## config.mk

```make
export PLATFORM = sky130hd
export DESIGN_NAME = spwm_timer
export DESIGN_NICKNAME = d
export VERILOG_FILES = /design/src/rtl/spwm_pkg.sv /design/src/rtl/spwm_regs.sv /design/src/rtl/spwm_prescaler.sv /design/src/rtl/spwm_wave.sv /design/src/rtl/spwm_timer.sv
export SDC_FILE = /design/constraint.sdc
export NUM_CORES = 1
export LEC_CHECK = 0
export CAP_MARGIN = 25
export CORE_UTILIZATION = 64
export CTS_CLUSTER_DIAMETER = 200
export DETAILED_ROUTE_END_ITERATION = 7
export DONT_BUFFER_PORTS = 1
export GPL_TIMING_DRIVEN = 0
export PLACE_DENSITY = 0.8
export SETUP_SLACK_MARGIN = 0.4
export SLEW_MARGIN = 10
export SYNTH_ARGS = -nofsm -noshare
export SYNTH_HDL_FRONTEND = slang
export SYNTH_HIERARCHICAL = 1
export SYNTH_SLANG_ARGS = --single-unit
```

## constraint.sdc

```tcl
create_clock -name clk -period 7.6 [get_ports clk]
set_input_delay 1.52 -clock clk [delete_from_list [all_inputs] [get_ports clk]]
set_output_delay 1.52 -clock clk [all_outputs]
set_load 0.02 [all_outputs]
```

## src/rtl/spwm_pkg.sv

```systemverilog
package spwm_pkg;
   localparam int REG_W    = 32;
   localparam int CNT_W    = 10;
   localparam int PRE_W    = 4;
   localparam int EXP_W    = PRE_W + 1;

   localparam int CTRL_OFS = 0;
   localparam int CNT_OFS  = 4;

   // bit positions decoded by software
   localparam int EN_BIT   = 0;
   localparam int SRC_BIT  = 4;
   localparam int SYNC_BIT = 11;
   localparam int HALF_BIT = 15;
   localparam int PRE_LSB  = 16;
   localparam int CYC_LSB  = 16;
   localparam int PH_LSB   = 0;

   typedef struct packed {
      logic [PRE_W-1:0] pre;
      logic             half;
      logic [CNT_W-1:0] cyc;
      logic [CNT_W-1:0] ph;
   } cfg_t;
endpackage

```

## src/rtl/spwm_regs.sv

```systemverilog
module spwm_regs
   import spwm_pkg::*;
#(
   parameter int ADDR_W = 8
) (
   input  logic              clk,
   input  logic              rst_n,
   input  logic [ADDR_W-1:0] addr,
   input  logic              we,
   input  logic [REG_W-1:0]  wdata,
   output logic [REG_W-1:0]  rdata,
   input  logic              boundary,
   output logic              en_o,
   output logic              en_next_o,
   output logic              restart_o,
   output cfg_t              act_o
);
   logic en_q, src_q, sync_q, pend_q;
   cfg_t shd_q, shd_d, act_q, act_d;
   logic wr_ctrl, wr_cnt, sync_fall, direct, commit, load, en_d, pend_d;

   assign wr_ctrl = we && (addr == ADDR_W'(CTRL_OFS));
   assign wr_cnt  = we && (addr == ADDR_W'(CNT_OFS));

   always_comb begin
      shd_d = shd_q;
      if (wr_ctrl) begin
         shd_d.pre  = wdata[PRE_LSB +: PRE_W];
         shd_d.half = wdata[HALF_BIT];
      end
      if (wr_cnt) begin
         shd_d.cyc = wdata[CYC_LSB +: CNT_W];
         shd_d.ph  = wdata[PH_LSB +: CNT_W];
      end
   end

   assign sync_fall = wr_ctrl && sync_q && !wdata[SYNC_BIT];
   assign direct    = (wr_ctrl || wr_cnt) && !sync_q;
   assign commit    = pend_q && (!en_q || boundary);
   assign load      = direct || commit;
   assign act_d     = load ? shd_d : act_q;

   // enable survives only with both counts in force non-zero
   assign en_d   = (wr_ctrl ? wdata[EN_BIT] : en_q)
                   && (act_d.cyc != '0) && (act_d.ph != '0);
   assign pend_d = sync_fall ? 1'b1 : (load ? 1'b0 : pend_q);

   always_ff @(posedge clk or negedge rst_n) begin
      if (!rst_n) begin
         en_q   <= 1'b0;
         src_q  <= 1'b0;
         sync_q <= 1'b0;
         pend_q <= 1'b0;
         shd_q  <= '0;
         act_q  <= '0;
      end else begin
         en_q   <= en_d;
         pend_q <= pend_d;
         shd_q  <= shd_d;
         act_q  <= act_d;
         if (wr_ctrl) begin
            src_q  <= wdata[SRC_BIT];
            sync_q <= wdata[SYNC_BIT];
         end
      end
   end

   always_comb begin
      rdata = '0;
      if (addr == ADDR_W'(CTRL_OFS)) begin
         rdata[EN_BIT]               = en_q;
         rdata[SRC_BIT]              = src_q;
         rdata[SYNC_BIT]             = sync_q;
         rdata[HALF_BIT]             = shd_q.half;
         rdata[PRE_LSB +: PRE_W]     = shd_q.pre;
      end else if (addr == ADDR_W'(CNT_OFS)) begin
         rdata[CYC_LSB +: CNT_W]     = shd_q.cyc;
         rdata[PH_LSB +: CNT_W]      = shd_q.ph;
      end
   end

   assign en_o      = en_q;
   assign en_next_o = en_d;
   assign restart_o = en_d && (!en_q || load);
   assign act_o     = act_q;

   logic unused_wdata;
   assign unused_wdata = ^{wdata[REG_W-1:CYC_LSB+CNT_W], wdata[CYC_LSB-1:PH_LSB+CNT_W]};

   AST_EN_NEEDS_COUNTS: assert property (@(posedge clk) disable iff (!rst_n)
      en_q |-> (act_q.cyc != '0 && act_q.ph != '0));
   AST_SYNC_FREEZE: assert property (@(posedge clk) disable iff (!rst_n)
      (sync_q && !pend_q) |=> $stable(act_q));
   AST_PEND_IDLE: assert property (@(posedge clk) disable iff (!rst_n)
      (pend_q && !en_q && !we) |=> !pend_q);
endmodule

```

## src/rtl/spwm_prescaler.sv

```systemverilog
module spwm_prescaler
   import spwm_pkg::*;
#(
   parameter int MAX_EXP = 24
) (
   input  logic             clk,
   input  logic             rst_n,
   input  logic             clr,
   input  logic             run,
   input  logic [EXP_W-1:0] exp_in,
   output logic             tick
);
   logic [EXP_W-1:0] exp_eff;
   assign exp_eff = (exp_in > EXP_W'(MAX_EXP)) ? EXP_W'(MAX_EXP) : exp_in;

   generate
      if (MAX_EXP == 0) begin : g_nodiv
         assign tick = run;
         logic unused_ctl;
         assign unused_ctl = ^{clk, rst_n, clr, exp_eff};
      end else begin : g_div
         logic [MAX_EXP-1:0] cnt_q;
         logic [MAX_EXP:0]   full;
         logic [MAX_EXP-1:0] mask;
         assign full = ((MAX_EXP+1)'(1) << exp_eff) - (MAX_EXP+1)'(1);
         assign mask = full[MAX_EXP-1:0];
         assign tick = run && ((cnt_q & mask) == mask);

         always_ff @(posedge clk or negedge rst_n) begin
            if (!rst_n)      cnt_q <= '0;
            else if (clr)    cnt_q <= '0;
            else if (run)    cnt_q <= cnt_q + 1'b1;
         end

         AST_TICK_SPACED: assert property (@(posedge clk) disable iff (!rst_n)
            (tick && exp_eff != '0 && !clr) |=> !tick);
      end
   endgenerate
endmodule

```

## src/rtl/spwm_wave.sv

```systemverilog
module spwm_wave
   import spwm_pkg::*;
(
   input  logic             clk,
   input  logic             rst_n,
   input  logic             clr,
   input  logic             run,
   input  logic             tick,
   input  logic [CNT_W-1:0] cyc,
   input  logic [CNT_W-1:0] ph,
   output logic             boundary,
   output logic             pwm_out
);
   logic [CNT_W-1:0] pos_q;

   assign boundary = run && tick && (pos_q == cyc - 1'b1);
   assign pwm_out  = run && (pos_q < ph);

   always_ff @(posedge clk or negedge rst_n) begin
      if (!rst_n)         pos_q <= '0;
      else if (clr)       pos_q <= '0;
      else if (tick)      pos_q <= boundary ? '0 : pos_q + 1'b1;
   end

   AST_POS_IN_RANGE: assert property (@(posedge clk) disable iff (!rst_n)
      run |-> (pos_q < cyc));
   AST_POS_CLEARED: assert property (@(posedge clk) disable iff (!rst_n)
      !run |-> (pos_q == '0));
endmodule

```

## src/rtl/spwm_timer.sv

```systemverilog
module spwm_timer
   import spwm_pkg::*;
#(
   parameter int ADDR_W  = 8,
   parameter int MAX_EXP = 24
) (
   input  logic              clk,
   input  logic              rst_n,
   input  logic [ADDR_W-1:0] bus_addr,
   input  logic              bus_we,
   input  logic [REG_W-1:0]  bus_wdata,
   output logic [REG_W-1:0]  bus_rdata,
   output logic              pwm_out
);
   generate
      if (ADDR_W < 3) begin : g_bad_addr
         $error("ADDR_W must reach offset 0x04");
      end
      if (MAX_EXP < 0 || MAX_EXP > 31) begin : g_bad_exp
         $error("MAX_EXP must lie in 0..31");
      end
   endgenerate

   logic en, en_next, restart, boundary, tick, clr;
   cfg_t act;

   spwm_regs #(.ADDR_W(ADDR_W)) u_regs (
      .clk(clk), .rst_n(rst_n), .addr(bus_addr), .we(bus_we),
      .wdata(bus_wdata), .rdata(bus_rdata), .boundary(boundary),
      .en_o(en), .en_next_o(en_next), .restart_o(restart), .act_o(act)
   );

   assign clr = restart || !en_next;

   spwm_prescaler #(.MAX_EXP(MAX_EXP)) u_pre (
      .clk(clk), .rst_n(rst_n), .clr(clr), .run(en),
      .exp_in({act.pre, act.half}), .tick(tick)
   );

   spwm_wave u_wave (
      .clk(clk), .rst_n(rst_n), .clr(clr), .run(en), .tick(tick),
      .cyc(act.cyc), .ph(act.ph), .boundary(boundary), .pwm_out(pwm_out)
   );
endmodule

```

==> results of run 1 <==
==> cell usage in the layout, fill, tap and decap left out, types with 6 or more instances in the layout <==
cell | synthesis | final
a21o_1 | 9 | 9
a21oi_1 | 17 | 17
a22o_1 | 6 | 6
a32oi_1 | 8 | 8
and2_1 | 17 | 17
and3_1 | 7 | 7
buf_2 | 11 | 11
buf_4 | 14 | 14
clkbuf_1 | 7 | 7
clkbuf_8 | 0 | 9
conb_1 | 1 | 10
dfrtp_1 | 88 | 88
ha_1 | 13 | 13
inv_1 | 19 | 19
mux2_2 | 44 | 44
mux2_4 | 10 | 10
nand2_1 | 22 | 22
nand2b_1 | 15 | 15
nand3_1 | 23 | 23
nand3b_1 | 9 | 9
nand4_1 | 16 | 16
nor2_1 | 45 | 45
nor2b_1 | 6 | 6
nor3_1 | 9 | 9
nor4_1 | 12 | 12
o21ai_0 | 20 | 20
or3_1 | 10 | 10
xnor2_1 | 15 | 15
xor2_1 | 16 | 16
==> critical path, stage by stage (launching register included) <==
cell and delay (ns):
dfrtp_1 0.36, buf_4 0.18, buf_4 0.20, nand3b_1 0.13, ha_1 0.34, nor2b_1 0.15
and2_0 0.19, o21ai_1 0.18, a21oi_1 0.09, or4_1 0.57, nor4_2 0.41, nand4_1 0.14
nor3_1 0.22, and3_1 0.23, and3_1 0.21, o21ai_0 0.08, o21ai_0 0.09, buf_2 0.29
buf_2 0.29, a32o_1 0.18, nand2b_1 0.24, buf_2 0.26, o2111ai_4 0.20, nor4_4 0.39
nand3_1 0.24, or3_1 0.39, a21oi_1 0.16
==> path summary, 6_finish.rpt <==
| path | startpoint | endpoint | slack, ns |
|---|---|---|---|
| worst max-delay path | u_regs/act_o[21] | u_pre/g_div.cnt_q[20] | 1.08 |
| worst min-delay path | u_regs/pend_q | u_regs/pend_q | 0.53 |
| worst max register to register | u_regs/act_o[21] | u_pre/g_div.cnt_q[20] | 1.08 |
| worst min register to register | u_regs/pend_q | u_regs/pend_q | 0.53 |
| max in group asynchronous | rst_n | u_wave/pos_q[3] | 6.61 |
| min in group asynchronous | rst_n | u_regs/act_o[21] | 0.85 |
==> logic make-up after synthesis <==
kind of cell | after synthesis | synth area share
DFF | 88 | 0.3906
buffers and inverters | 60 | 0.05726
adders and majority gates | 13 | 0.02885
other | 1 | 0.0006651
xor gates and xnor gates | 31 | 0.04816
muxes | 57 | 0.1198
AOI/OAI and AO/OA | 96 | 0.1245
and+or+nand+nor | 223 | 0.2301
==> metrics by stage <==
step | util | power (mW)
2_1_floorplan | - | 0.5389
3_3_place_gp | 0.6923 | 0.5498
3_5_place_dp | 0.6923 | 0.5517
4_1_cts | 0.7165 | 0.8850
5_1_grt | 0.7165 | 0.9099
6_report | 0.7165 | 0.8763
==> registers in the layout, summed over array words and instances, names as in the netlist <==
| name | flops |
|---|---|
| u_regs/shd_q | 25 |
| u_regs/en_o | 1 |
| u_regs/pend_q | 1 |
| u_regs/act_o | 25 |
| u_pre/g_div.cnt_q | 24 |
| u_regs/src_q | 1 |
| u_regs/sync_q | 1 |
| u_wave/pos_q | 10 |
==> metal layers <==
metal	global-route usage	wire length (µm)
met5	0	0
met4	0.1007	284
met3	0.03791	486
met2	0.5613	6832
met1	0.3693	5478
==> power breakdown <==
| part | internal, mW | switching (mW) | leakage [nW] |
|---|---|---|---|
| Clock | 0.155 | 0.177 | 0.0977 |
| Sequential | 0.476 | 0.00740 | 1.22 |
| Combinational | 0.0285 | 0.0320 | 1.34 |
==> layout make-up <==
cell class | count | area share
Multi-Input combinational cell | 430 | 0.5240
Sequential cell | 88 | 0.3667
Buffer | 38 | 0.04000
Tap cell | 105 | 0.02188
Clock buffer | 9 | 0.02063
Inverter | 22 | 0.01375
Clock inverter | 7 | 0.01312
==> metrics.csv, run 1 <==
metric;value;unit
Synth Register Bits;88;
fmax;153.4;MHz
initial antenna violation count;0;
Hold Path Depth;2;
Hold Path Class;reg2reg;
Post-synth top cells;88 x dfrtp_1, 45 x nor2_1, 44 x mux2_2;
via count;4448;
max_cap viols;0;
most common cell in the netlist;dfrtp_1;
Clock Sinks;88;
Primary FF master, synth;dfrtp_1;
synth unique cells;75;
TritonCTS clock tree;built;
Place WS;1.223;ns
IO buf count;0;
Synth Instances;569;
startpoint types;flop;
area leader, netlist;dfrtp_1;
synth top area cells;dfrtp_1 39%, mux2_2 8.8%, nor2_1 3.0%, ha_1 2.9%, mux2_4 2.7%;
Root Buffer;clkbuf_8;
post-synth top area share;0.3906;
Final Cycle Share;0.8578;
CTS Buf Count;9;
layout cells sized above 1;0.2104;
minimum clock period after layout;6.520;ns
drt first pass iters;4;
CTS max path bufs;2;
WP data required;7.88;ns
sequential share of the synthesized area;0.3906;
hold buffer count at CTS;0;
Layout Cells excl Fill;699;
Inst Count DP;683;
setup TNS;0;ns
Post-DRT Antenna Nets;0;
Avg Cell Area, Syn;9.908;µm²
Core ar.;0.008382;mm²
final worst slack;1.080;ns
first-pass GRT wire length;21370;µm
vias in the first global route;4481;
Die ar.;0.009188;mm²
mapped cell area;0.005638;mm²
Max-Slew Margin vs Limit;0.5881;
status;finished clean;
DRC violation count after routing;0;
CTS H-tree depth;3;
Max VDD drop;0.00009948;V
mean routed wirelength per cell;18.71;µm
GR Util All Layers;0.3055;
EDFF count, synth;0;
FP Rows;33;
Area after DPL;0.005803;mm²
Synth Warn #;6;
1st-iter DRT viols;202;
actual slew at the worst max-slew pin;0.6131;ns
Layout area overhead;6.525;%
drt total wl;13080;µm
worst skew pair latency;0.36;ns
vias per inst;6.363;
worst hold slack;0.5282;ns
Die Wd;95.86;µm
Ports;76;
Setup crit end kind;flop;
crit path max fanout;10;
kind of critical path;reg2reg;
Pwr Density;145.9;mW/mm²
fin. max-slew vios;0;
Die Height;95.86;µm
Hold Fails Final Rpt;0;
Fillers;621;
clk slew on worst S/H paths;0.09;ns
area of the multi-input gates;0.003147;mm²
CP arrival;6.80;ns
FF/Latch Area;0.002202;mm²
DP HPWL;9640;µm
largest net degree at the start of global routing;89;
Worst Reg-to-Reg Cells;26;
Finish-stage setup viols;0;
Lkg Pwr;2.666;nW
Initial Util;0.6726;
final weighted congestion in routability-driven placement;0.9380;
RSZ-0062 raised after global routing;false;
post-CTS sizing;0;
fin area;0.006006;mm²
worst clock skew;0.01187;ns
ant diodes;0;
Nets;645;
grt total ovfl;0;
Post-synth ARST share;1.000;
Setup Fix Bufs, Post-CTS;0;
Note: power is estimated with default switching activity, not from simulation.
==> inputs of run 2 (changes only) <==
- BUFFER_PORTS_ARGS: not set -> -buffer_cell sky130_fd_sc_hd__buf_4
- CORE_UTILIZATION: 64 -> 59
- DONT_BUFFER_PORTS: 1 -> not set
- PLACE_DENSITY: 0.8 -> 0.81
- SLEW_MARGIN: 10 -> not set
==> run 2 against run 1 <==
- non-clock buffer count increased by 56
- maximum frequency increased by 0.76%
- total power increased by 5.1%
- sequential share of layout area decreased by 2.7 points
- combinational power increased by 43%
- global-route usage decreased by 1.3 points
- cell count increased by 11%
- critical path type unchanged
==> metrics.csv, run 2 (synthesis gave the netlist of run 1 again) <==
metric;value;unit;change
minimum clock period after layout;6.470;ns;was 6.520 ns
Hold Path Origin;u_regs/src_q;;was u_regs/pend_q
Inst Count DP;763;;was 683
IO buf count;55;;was 0
Root Buffer;clkbuf_8;;unchanged
Final Cycle Share;0.8514;;was 0.8578
worst skew pair latency;0.36;ns;about the same
Finish-stage setup viols;0;;unchanged
largest net degree at the start of global routing;49;;was 89
DP HPWL;10120;µm;was 9640 µm
most common cell after layout, fill and taps aside;dfrtp_1;;unchanged
Clock Sinks;88;;unchanged
fmax;154.5;MHz;was 153.4 MHz
Die Wd;99.76;µm;was 95.86 µm
vias in the first global route;4730;;was 4481
commonest non-fill, non-tap cells in the layout;88 x dfrtp_1, 69 x buf_4, 45 x nor2_1, 44 x mux2_2, 23 x nand3_1;;was 88 x dfrtp_1, 45 x nor2_1, 44 x mux2_2, 23 x nand3_1, 22 x nand2_1
Hold Path Class;reg2reg;;unchanged
worst clock skew;0.01738;ns;was 0.01187 ns
1st-iter DRT viols;281;;was 202
status;finished clean;;unchanged
Setup Fix Bufs, Post-CTS;0;;unchanged
Initial Util;0.6102;;was 0.6726
CTS Buf Count;9;;unchanged
worst r2r src;u_regs/act_o[24];;was u_regs/act_o[21]
kind of critical path;reg2reg;;unchanged
Die ar.;0.009951;mm²;was 0.009188 mm²
Core ar.;0.009240;mm²;was 0.008382 mm²
crit path max fanout;10;;unchanged
Layout area overhead;14.96;%;was 6.525%
Total Power;0.9211;mW;was 0.8763 mW
Setup crit end kind;flop;;unchanged
r2r setup slk;1.13;ns;was 1.08 ns
post-CTS sizing;0;;unchanged
CP arrival;6.71;ns;was 6.80 ns
max_cap viols;0;;unchanged
Hold EP;u_regs/src_q;;was u_regs/pend_q
Hold Path Depth;1;;was 2
Max-Slew Margin vs Limit;0.5751;;was 0.5881
via count;4709;;was 4448
first-pass GRT wire length;22960;µm;was 21370 µm
TritonCTS clock tree;built;;unchanged
final weighted congestion in routability-driven placement;0.8817;;was 0.9380
drt total wl;13660;µm;was 13080 µm
Lkg Pwr;2.969;nW;was 2.666 nW
Layout Cells excl Fill;779;;was 699
Ports;76;;unchanged
actual slew at the worst max-slew pin;0.6350;ns;was 0.6131 ns
WP data required;7.84;ns;was 7.88 ns
FF-to-FF End;u_pre/g_div.cnt_q[21];;was u_pre/g_div.cnt_q[20]
CTS max path bufs;2;;unchanged
GR Util All Layers;0.2922;;was 0.3055
DRC violation count after routing;0;;unchanged
Worst Reg-to-Reg Cells;26;;unchanged
Die Height;99.76;µm;was 95.86 µm
Nets;701;;was 645
vias per inst;6.045;;was 6.363
Hold Fails Final Rpt;0;;unchanged
mean routed wirelength per cell;17.53;µm;was 18.71 µm
hold buffer count at CTS;0;;unchanged
RSZ-0062 raised after global routing;false;;unchanged
clk slew on worst S/H paths;0.10;ns;was 0.09 ns
CTS H-tree depth;3;;unchanged
Pwr Density;142.1;mW/mm²;was 145.9 mW/mm²
drt first pass iters;5;;was 4
startpoint types;flop;;unchanged
setup TNS;0;ns;unchanged
FP Rows;35;;was 33
Max VDD drop;0.0001089;V;was 0.00009948 V
ant diodes;0;;unchanged
grt total ovfl;0;;unchanged
worst hold slack;0.5265;ns;was 0.5282 ns
initial antenna violation count;0;;unchanged
Post-DRT Antenna Nets;0;;unchanged
layout cells sized above 1;0.2785;;was 0.2104
fin. max-slew vios;0;;unchanged
## run 2: changes by cell type in the layout (fill, tap and decap cells not counted), sizes merged
cell	delta
buf	+56
clkbuf	+2
clkinv	+1
clkinvlp	-2
inv	-1
## run 2: worst max path at each step
stage | from | endpoint
after floorplan | u_regs/act_o[24] | u_pre/g_div.cnt_q[20]
after global routing | u_regs/act_o[24] | u_pre/g_div.cnt_q[22]
final | u_regs/act_o[24] | u_pre/g_div.cnt_q[21]
after global placement | u_regs/act_o[24] | u_pre/g_div.cnt_q[21]
after CTS | u_regs/act_o[24] | u_pre/g_div.cnt_q[21]
after detailed placement | u_regs/act_o[24] | u_pre/g_div.cnt_q[21]
## run 2: worst max-delay path, cell delays in order (launching register included)
cell and delay (ns):
dfrtp_1 0.42, buf_6 0.16, nor3_2 0.24, nand2_1 0.13
ha_1 0.33, buf_4 0.22, a21oi_1 0.20, o311ai_1 0.12
or4_1 0.57, nor4_2 0.41, nand4_1 0.16, nor3_1 0.21
and3_1 0.21, and3_1 0.18, o21ai_0 0.08, o21ai_0 0.09
buf_2 0.30, buf_2 0.30, a32o_1 0.20, nand2b_1 0.22
buf_2 0.26, o21ai_0 0.15, nor3_1 0.50, and4_1 0.34
nand4_1 0.12, xor2_1 0.15, nor2_1 0.05
## run 2: stage by stage
stage / utilization / worst slack, ns / area (µm²)
5_1_grt: 0.7014 / 0.6480 / 6481
2_1_floorplan: - / 2.315 / 5672
4_1_cts: 0.7014 / 1.214 / 6481
3_3_place_gp: 0.6760 / 1.359 / 6246
3_5_place_dp: 0.6781 / 1.299 / 6266
6_report: 0.7014 / 1.130 / 6481
## run 2: layer usage
metal / GRT usage / part of all wire / up-vias
met5: 0 / 0 / -
met3: 0.03654 / 0.041 / 41
met2: 0.5135 / 0.51 / 154
met1: 0.3694 / 0.42 / 2303
li1: - / - / 2211
met4: 0.1052 / 0.024 / 0
## run 2: layout make-up
cell class              instances  area, µm²
plain buffers                  38      240.2
clock buffers                  11      151.4
clock inverters                 5      63.81
fillers                       682       2759
inverters                      22      82.58
multi-input cells             430       3147
flip-flops and latches         88       2202
well taps                     129      161.4
repair buffers                 56      432.9
## run 2: report_power, final
group	switching, mW	internal [mW]	total (mW)
logic	0.0464	0.0400	0.0864
registers	0.00711	0.476	0.483
clock network	0.178	0.173	0.351
total	0.232	0.689	0.921
==> inputs of run 3 (changes only) <==
--- a/config.mk
+++ b/config.mk
@@ -9,2 +9,3 @@
 export CAP_MARGIN = 25
+export CORE_ASPECT_RATIO = 1.2
 export CORE_UTILIZATION = 59
==> constraint.sdc (replaced) <==
create_clock -name clk -period 7.6 [get_ports clk]
set_input_delay 1.14 -clock clk [delete_from_list [all_inputs] [get_ports clk]]
set_output_delay 1.14 -clock clk [all_outputs]
set_load 0.02 [all_outputs]
==> run 3 against run 2 <==
- combinational power increased by 1%
- sequential share of layout area about the same
- cell count decreased by 1.2%
- highest routed layer unchanged
- final area decreased by 0.12%
- utilization increased by 0.41 points
- sequential power about the same
- register-to-register slack improved by 0.18 ns
- maximum frequency increased by 2.8%
- clock power decreased by 2%
- first-iteration DRC count decreased by 23%
- critical path depth increased by 1
==> metrics.csv, run 3 (synthesis gave the netlist of run 1 again) <==
metric;value;unit;change
status;finished clean;;unchanged
Root Buffer;clkbuf_8;;unchanged
final core occ;0.7055;;was 0.7014
Layout Cells excl Fill;770;;was 779
GR Util All Layers;0.2893;;was 0.2922
clk slew on worst S/H paths;0.10;ns;about the same
fmax;158.9;MHz;was 154.5 MHz
Slowest-stage cell, CP;or4_1;;unchanged
worst hold slack;0.5188;ns;was 0.5265 ns
Hold Path Origin;u_regs/src_q;;unchanged
minimum clock period after layout;6.295;ns;was 6.470 ns
grt total ovfl;0;;unchanged
CP arrival;6.54;ns;was 6.71 ns
most common cell after layout, fill and taps aside;dfrtp_1;;unchanged
FP Rows;38;;was 35
Ports;76;;unchanged
CTS H-tree depth;3;;unchanged
initial antenna violation count;0;;unchanged
Lkg Pwr;2.960;nW;was 2.969 nW
setup TNS;0;ns;unchanged
layout cells sized above 1;0.2785;;unchanged
CTS max path bufs;2;;unchanged
post-CTS sizing;0;;unchanged
Die Height;109.1;µm;was 99.76 µm
highest cell delay on the worst timing path;0.53;ns;was 0.57 ns
Inst Count DP;754;;was 763
Initial Util;0.6144;;was 0.6102
via count;4746;;was 4709
Die Wd;91.24;µm;was 99.76 µm
ant diodes;0;;unchanged
Max-Slew Margin vs Limit;0.6293;;was 0.5751
Nets;701;;unchanged
DRC violation count after routing;0;;unchanged
max_cap viols;0;;unchanged
Max VDD drop;0.0001989;V;was 0.0001089 V
final weighted congestion in routability-driven placement;0.9452;;was 0.8817
DP HPWL;10040;µm;was 10120 µm
worst clock skew;0.008479;ns;was 0.01738 ns
Finish-stage setup viols;0;;unchanged
Setup Fix Bufs, Post-CTS;0;;unchanged
first-pass GRT wire length;22690;µm;was 22960 µm
CP bufs+invs;5;;unchanged
startpoint types;flop;;unchanged
Clock Sinks;88;;unchanged
CTS Buf Count;9;;unchanged
fin. max-slew vios;0;;unchanged
Post-DRT Antenna Nets;0;;unchanged
largest net degree at the start of global routing;71;;was 49
Core ar.;0.009176;mm²;was 0.009240 mm²
Final Cycle Share;0.8283;;was 0.8514
Die ar.;0.009952;mm²;was 0.009951 mm²
Layout area overhead;14.82;%;was 14.96%
Pwr Density;141.4;mW/mm²;was 142.1 mW/mm²
vias in the first global route;4738;;was 4730
crit path max fanout;10;;unchanged
Hold Path Class;reg2reg;;unchanged
Total Power;0.9152;mW;was 0.9211 mW
mean routed wirelength per cell;17.54;µm;was 17.53 µm
worst skew pair latency;0.37;ns;was 0.36 ns
worst r2r src;u_regs/act_o[24];;unchanged
actual slew at the worst max-slew pin;0.5540;ns;was 0.6350 ns
drt first pass iters;5;;unchanged
commonest non-fill, non-tap cells in the layout;88 x dfrtp_1, 69 x buf_4, 45 x nor2_1, 44 x mux2_2, 23 x nand3_1;;unchanged
hold buffer count at CTS;0;;unchanged
vias per inst;6.164;;was 6.045
TritonCTS clock tree;built;;unchanged
drt total wl;13500;µm;was 13660 µm
WP data required;7.84;ns;about the same
CP startpoint;u_regs/act_o[24];;unchanged
Setup crit end kind;flop;;unchanged
1st-iter DRT viols;215;;was 281
IO buf count;55;;unchanged
kind of critical path;reg2reg;;unchanged
CP top delay family;simple AND/OR/NAND/NOR gates;;unchanged
Hold Fails Final Rpt;0;;unchanged
RSZ-0062 raised after global routing;false;;unchanged
## run 3: cell count changes in the layout (fill, tap and decap cells not counted), sizes merged
| cell | delta |
|---|---|
| clkbuf | -2 |
| clkinv | -2 |
| clkinvlp | +2 |
| inv | +2 |
## run 3: worst register-to-register path, cell delays in order (launching register included)
cell	delay [ns]
dfrtp_1	0.41
buf_6	0.16
nor3_2	0.23
nand2_1	0.10
ha_1	0.32
buf_4	0.23
o31ai_4	0.07
a221o_1	0.16
nand4_1	0.11
or4_1	0.53
nor4_2	0.37
nand4_1	0.13
nor3_1	0.20
and3_1	0.21
and3_1	0.20
o21ai_0	0.08
o21ai_0	0.10
buf_2	0.30
buf_2	0.29
a32o_1	0.19
nand2b_1	0.24
buf_2	0.27
o21ai_0	0.15
nor3_1	0.49
and4_1	0.32
nand4_1	0.12
xor2_1	0.15
nor2_1	0.06
## run 3: metal layers
metal | part of all wire | GRT usage | routed length, µm | vias to the layer above
met4 | 0.025 | 0.1281 | 344 | 0
met3 | 0.054 | 0.04533 | 724 | 35
li1 | - | - | - | 2217
met5 | 0 | 0 | 0 | -
met1 | 0.39 | 0.3360 | 5293 | 2320
met2 | 0.53 | 0.5292 | 7141 | 174
## run 3: final timing paths
kind                                          to  slack (ns)  cells after the start
max reg2reg                u_pre/g_div.cnt_q[21]        1.30                     27
max in group asynchronous        u_wave/pos_q[8]        6.34                      2
min                                 u_regs/src_q        0.52                      1
min reg2reg                         u_regs/src_q        0.52                      1
max                        u_pre/g_div.cnt_q[21]        1.30                     27
min in group asynchronous       u_regs/shd_q[24]        0.64                      1
## run 3: per-stage QoR
stage | area (µm²) | setup slack, ns
finish | 6474 | 1.305
CTS | 6474 | 1.311
global route | 6474 | 0.8026
floorplan | 5672 | 2.315
detailed placement | 6262 | 1.347
global placement | 6235 | 1.400
## run 3: cell type report
type | count | area, µm²
timing repair buffer | 56 | 440.4
sequential | 88 | 2202
tap | 120 | 150.1
clock buffer | 9 | 123.9
inverter | 22 | 82.58
buffer | 38 | 240.2
clock inverter | 7 | 87.58
multi-input combinational | 430 | 3147
fill | 683 | 2703
## run 3: where the power goes
part	total (mW)	switching [mW]	internal, mW
Clock	0.345	0.187	0.158
Combinational	0.0874	0.0470	0.0404
Sequential	0.483	0.00700	0.476
Total	0.915	0.241	0.675
